--- config.mk ---
export PLATFORM = sky130hd
export DESIGN_NAME = stuck_fault_tester
export DESIGN_NICKNAME = d
export VERILOG_FILES = /design/src/rtl/stuck_fault_tester.sv
export SDC_FILE = /design/constraint.sdc
export NUM_CORES = 1
export LEC_CHECK = 0
export CAP_MARGIN = 15
export CORE_UTILIZATION = 57
export CTS_BUF_LIST = sky130_fd_sc_hd__clkbuf_8
export CTS_CLUSTER_DIAMETER = 120
export CTS_CLUSTER_SIZE = 14
export DETAILED_ROUTE_END_ITERATION = 7
export GPL_TIMING_DRIVEN = 0
export PLACE_DENSITY = 0.93
export SETUP_SLACK_MARGIN = 0.3
export SLEW_MARGIN = 15
export SYNTH_ARGS = -nofsm -noshare
export SYNTH_HDL_FRONTEND = slang
export SYNTH_SLANG_ARGS = --single-unit
--- constraint.sdc ---
create_clock -name clk -period 4.2 [get_ports clk]
set_input_delay 0.63 -clock clk [delete_from_list [all_inputs] [get_ports clk]]
set_output_delay 0.63 -clock clk [all_outputs]
set_load 0.01 [all_outputs]
--- src/rtl/stuck_fault_tester.sv ---
module stuck_fault_tester #(
  parameter int NODES = 5
) (
  input  logic       clk,
  input  logic       rst_n,
  input  logic       start,
  input  logic       exhaustive,
  input  logic       flt_en,
  input  logic [2:0] flt_node,
  input  logic       flt_val,
  output logic       busy,
  output logic       done,
  output logic       fail,
  output logic [2:0] first_fail_idx,
  output logic [3:0] vec_count
);
  typedef enum logic [1:0] {S_IDLE, S_INIT, S_APPLY, S_DRAIN} st_t;
  st_t st;
  logic       mode_q;
  logic [2:0] idx, abc;
  logic       p_valid, p_mis;
  logic [2:0] p_idx;

  always_comb begin
    if (mode_q) abc = idx;
    else case (idx[1:0])
      2'd0:    abc = 3'b111;
      2'd1:    abc = 3'b011;
      2'd2:    abc = 3'b101;
      default: abc = 3'b110;
    endcase
  end

  function automatic logic hit(input logic [2:0] n);
    return flt_en && flt_node == n && int'(n) < NODES;
  endfunction

  logic na, nb, nc, nd, ne, good;
  assign na   = hit(3'd0) ? flt_val : abc[2];
  assign nb   = hit(3'd1) ? flt_val : abc[1];
  assign nc   = hit(3'd2) ? flt_val : abc[0];
  assign nd   = hit(3'd3) ? flt_val : (na & nb);
  assign ne   = hit(3'd4) ? flt_val : (nd & nc);
  assign good = &abc;
  assign busy = st != S_IDLE;

  always_ff @(posedge clk or negedge rst_n) begin
    if (!rst_n) begin
      st <= S_IDLE; mode_q <= 1'b0; idx <= '0;
      p_valid <= 1'b0; p_mis <= 1'b0; p_idx <= '0;
      done <= 1'b0; fail <= 1'b0; first_fail_idx <= '0; vec_count <= '0;
    end else begin
      done    <= 1'b0;
      p_valid <= 1'b0;
      if (p_valid) begin
        vec_count <= vec_count + 4'd1;
        if (p_mis && !fail) begin
          fail <= 1'b1;
          first_fail_idx <= p_idx;
        end
      end
      case (st)
        S_IDLE: if (start) begin
          st <= S_INIT;
          mode_q <= exhaustive;
        end
        S_INIT: begin
          st <= S_APPLY; idx <= '0;
          fail <= 1'b0; first_fail_idx <= '0; vec_count <= '0;
        end
        S_APPLY: begin
          p_valid <= 1'b1;
          p_mis   <= ne != good;
          p_idx   <= idx;
          idx     <= idx + 3'd1;
          if (idx == (mode_q ? 3'd7 : 3'd3)) st <= S_DRAIN;
        end
        default: begin
          st <= S_IDLE;
          done <= 1'b1;
        end
      endcase
    end
  end

  a_r9_done_pulse: assert property (@(posedge clk) disable iff (!rst_n) done |=> !done);
  a_r9_done_idle:  assert property (@(posedge clk) disable iff (!rst_n) done |-> !busy);
  a_r2_count_at_done: assert property (@(posedge clk) disable iff (!rst_n)
    done |-> vec_count == (mode_q ? 4'd8 : 4'd4));
  a_r5_fail_sticky: assert property (@(posedge clk) disable iff (!rst_n)
    fail && st != S_INIT |=> fail);
  a_r5_first_stable: assert property (@(posedge clk) disable iff (!rst_n)
    fail && st != S_INIT |=> $stable(first_fail_idx));
  a_r4_clean_compare: assert property (@(posedge clk) disable iff (!rst_n)
    st == S_APPLY && !flt_en |=> !p_mis);
  a_r8_no_restart: assert property (@(posedge clk) disable iff (!rst_n)
    st == S_APPLY && start |=> st != S_INIT && $stable(mode_q));
endmodule

==> results.md <==
- Count of final setup violators: 0
- Reg2Reg Launch Point: idx[0]
- Sum of buffers and inverters on the critical path: 3
- Cell taking the most area after synthesis: dfrtp_1
- Initial DRT Pass Iterations: 4
- Clock transition time at the flip-flop clock pins of the worst setup and hold paths: approximately 0.07 ns
- Part of the power in registers: a little under two fifths
- Placer's final routability congestion estimate: 0.764
- Clock tree from TritonCTS: yes
- Proportion of layout cells with a drive suffix above 1: 10.9%
- Area share of the largest cell type after synthesis: a little under half
- Max Fclk: roughly 460 MHz
- Synth warnings: 0
- Most common cell type on the critical path: inv_1
- Number of distinct library cells after synthesis: 30
- Fraction of power consumed by combinational cells: 48.0%
- Number of placed cells counting well taps: approximately 140
- First-pass GRT wire length: around 3000 microns
- Post-synthesis compound-gate area fraction: a little under an eighth
- Synthesized Nets: approximately 120
- Worst slack, placed: 2.28 ns
- Sink Count: 20
- Number of antenna repair diodes: 0
- Starting utilization of the core area: a little over 60%
- Count of input and output buffers: 18
- Aggregate global-route resource usage: 20.8%
- Final sum of negative setup slack: 0 ns
- CTS buffer count: 3
- Worst slew margin relative to its limit: between 40% and 50%
- Arrival time worst endpoint: 1.56 ns
- RSZ-0062 raised after global routing: no
- Post-synthesis register bit count: 20
- Placeable Area: 1730 sq um
- Biggest area contributors in the synthesized netlist: dfrtp_1 48%, ha_1 9.5%, mux2i_1 4.8%
- Area of the die: between 2000 and 2500 sq um
- Post-synth design cell area: 1050 sq um
- Xor and xnor area share after synthesis: about 4.2%
- CP Cell Sequence: inv_1, ha_1, inv_1, clkdlybuf4s50_1
- Buffers inserted by post-CTS timing repair: 0
- Depth of the worst register-to-register path: 6
- Internal cell power: about 0.53 mW
- Reg-to-reg critical path endpoint: p_mis
- Leakage Power: between 0.6 and 0.7 nW
- Sequential fraction of the synthesis area: roughly 48%
- Top library cells by usage in the layout, fill and taps aside: 20 x dfrtp_1, 18 x clkdlybuf4s50_1, 9 x nor2_1
- Min Clock Period, post-route: 2.19 ns
- CTS Buffer Depth: 2
- FF-to-FF setup slack: about 2.7 ns
- Data required time of the critical path: between 3 and 4 ns
- Slew of the pin with the lowest slew margin: around 0.9 ns
- Total routed wirelength: between 1500 and 2000 microns
- HPWL Detailed: between 1000 and 1500 microns
- Max-slew violation count: 0
- Maximum fanout encountered on the critical timing path: 4
- Via count of the first global-routing pass: 740
- Number of hold-repair buffers added at the cts stage: 0
- Signed area change from the synthesized netlist to the final layout: 24.0%
- Detailed-route wire length per cell: around 12 microns
- Vias after detailed routing: 743
- Post-detailed-route count of antenna-violating nets: 0
- Mean cell area of the mapped netlist: ~11 sq um
- Post-CTS resize count: 0
- Worst path top cell family by delay: buffers and inverters
- Die Y: 45.0 microns
- Max-cap violations: 0
- Type of the setup path with the least slack: register to primary output
- Slowest stage cell, crit path: clkdlybuf4s50_1
- Pin count of the biggest net entering global routing: 21
- Endpoint of the most critical setup path: busy
- Vias per cell: around 5.2
- Drc violations: 0
- Fraction of registers with async set/reset: 100%
- Critical Path Max Stage Delay: approximately 0.54 ns
- Net count, final: between 100 and 150
- Post-route clock period utilization: 52.2%
- Iteration-0 DRC count of the detailed router: 7
- Power density over the cells: roughly 640 nW/um^2
- Net Sw Frac: a little over a third
- Worst setup SP type: register
- Startpoint of the most critical setup path: st[1]
- Total number of placement rows: 15
- Synthesized-area fraction occupied by adder cells: about a tenth
- Simple-gate share of the synthesized area: about an eighth
- Class of the most critical hold timing path: register to register
- Worst-Skew Late Latency: around 0.25 ns
- Final cell count without fillers: around 140
- Antenna violations before repair: 0
- Number of endpoints with negative hold slack in the final report: 0
- Startpoint of the tightest hold check path: p_idx[0]
- H-Tree Level Count: 1
- Dominant synthesized flop cell: dfrtp_1
- GRT Residual Overflow: 0
- Relative contribution of the clock network to total power: 14.4%
- Psw: around 0.30 mW
- Share of cell area taken by muxes after synthesis: between 10% and 20%
- Result of the run: finished clean
- Most common library cell in the layout ignoring fill and taps: dfrtp_1
- Mapped Cells: 98
- WP depth: 4
- Post-synth EDFFs: 0
- Die Wd: roughly 45 microns
- Final setup slack of the worst path: 2.01 ns
- Count of pins on the block boundary: 19
- Clock Skews: between 0.0007 and 0.0008 ns
- Dominant combinational cell family by area after synthesis: simple AND/OR/NAND/NOR gates
- Root buf cell: clkbuf_8
- Peak supply drop: around 600 uV
- Critical path endpoint category: primary output
==> per-stage QoR <==
stage	power [mW]	area [sq um]	utilization (%)	hold slack, ns
detailed placement	0.718	1260	73.2	0.497
global placement	0.701	1260	73.2	0.491
CTS	0.842	1310	75.6	0.513
floorplan	0.592	1050	-	0.334
finish	0.833	1310	75.6	0.511
global route	0.900	1310	75.6	0.529
==> cell families after synthesis <==
kind of cell / after synthesis
AO/OA/AOI/OAI: 18
XOR/XNOR: 5
adder cells (fa/ha/maj): 8
buffers and inverters: 12
flip-flops: 20
multiplexers: 10
AND/OR/NAND/NOR: 25
==> layout make-up <==
cell class,count,area (sq um)
fillers,132,422
multi-input cells,66,497
flip-flops and latches,20,500
plain buffers,4,25.0
well taps,25,31.3
clock buffers,3,41.3
repair buffers,18,180
inverters,8,30.0
==> sequential cells by signal (all words and copies together) (netlist names) <==
name	cells
done	1
fail	1
first_fail_idx	3
idx	3
mode_q	1
p_idx	3
p_mis	1
p_valid	1
st	2
vec_count	4
==> synth_stat cells (3+ instances only) <==
cell type and instances:
mux2_2 4, ha_1 8, xnor2_1 3, o21ai_0 6, a21oi_1 3, dfrtp_1 20, nor2_1 9, inv_1 8
mux2i_1 5, nand3b_1 3, nand2_1 6
==> power groups by stage <==
stage               clock [mW]  sequential (mW)  combinational (mW)
floorplan                    0            0.317               0.274
global placement             0            0.314               0.387
detailed placement           0            0.317               0.401
CTS                      0.124            0.314               0.404
global route             0.128            0.324               0.448
finish                   0.120            0.314               0.400
==> worst register-to-register path, delay by kind of cell, from the launching register on <==
kind / cells / cell delay, ns
AOI/OAI and AO/OA: 3 / 0.48
adders and majority gates: 1 / 0.23
buffers and inverters: 1 / 0.10
DFF: 1 / 0.44
and+or+nand+nor: 1 / 0.15
==> layer usage <==
metal / track usage, % / up-vias / wire length (microns)
li1: - / 376 / -
met1: 26.2 / 348 / 818
met2: 33.9 / 15 / 848
met3: 2.40 / 4 / 53
met4: 13.3 / 0 / 30
met5: 0 / - / 0
==> worst min path at each step <==
stage               depth (start not counted)  slack, ns       end
CTS                                         1       0.51  p_idx[0]
floorplan                                   0       0.33      done
detailed placement                          1       0.50  p_idx[0]
finish                                      1       0.51  p_idx[0]
global route                                1       0.53  p_idx[0]
global placement                            1       0.49  p_idx[0]
Power figures use the tool's default switching activity.
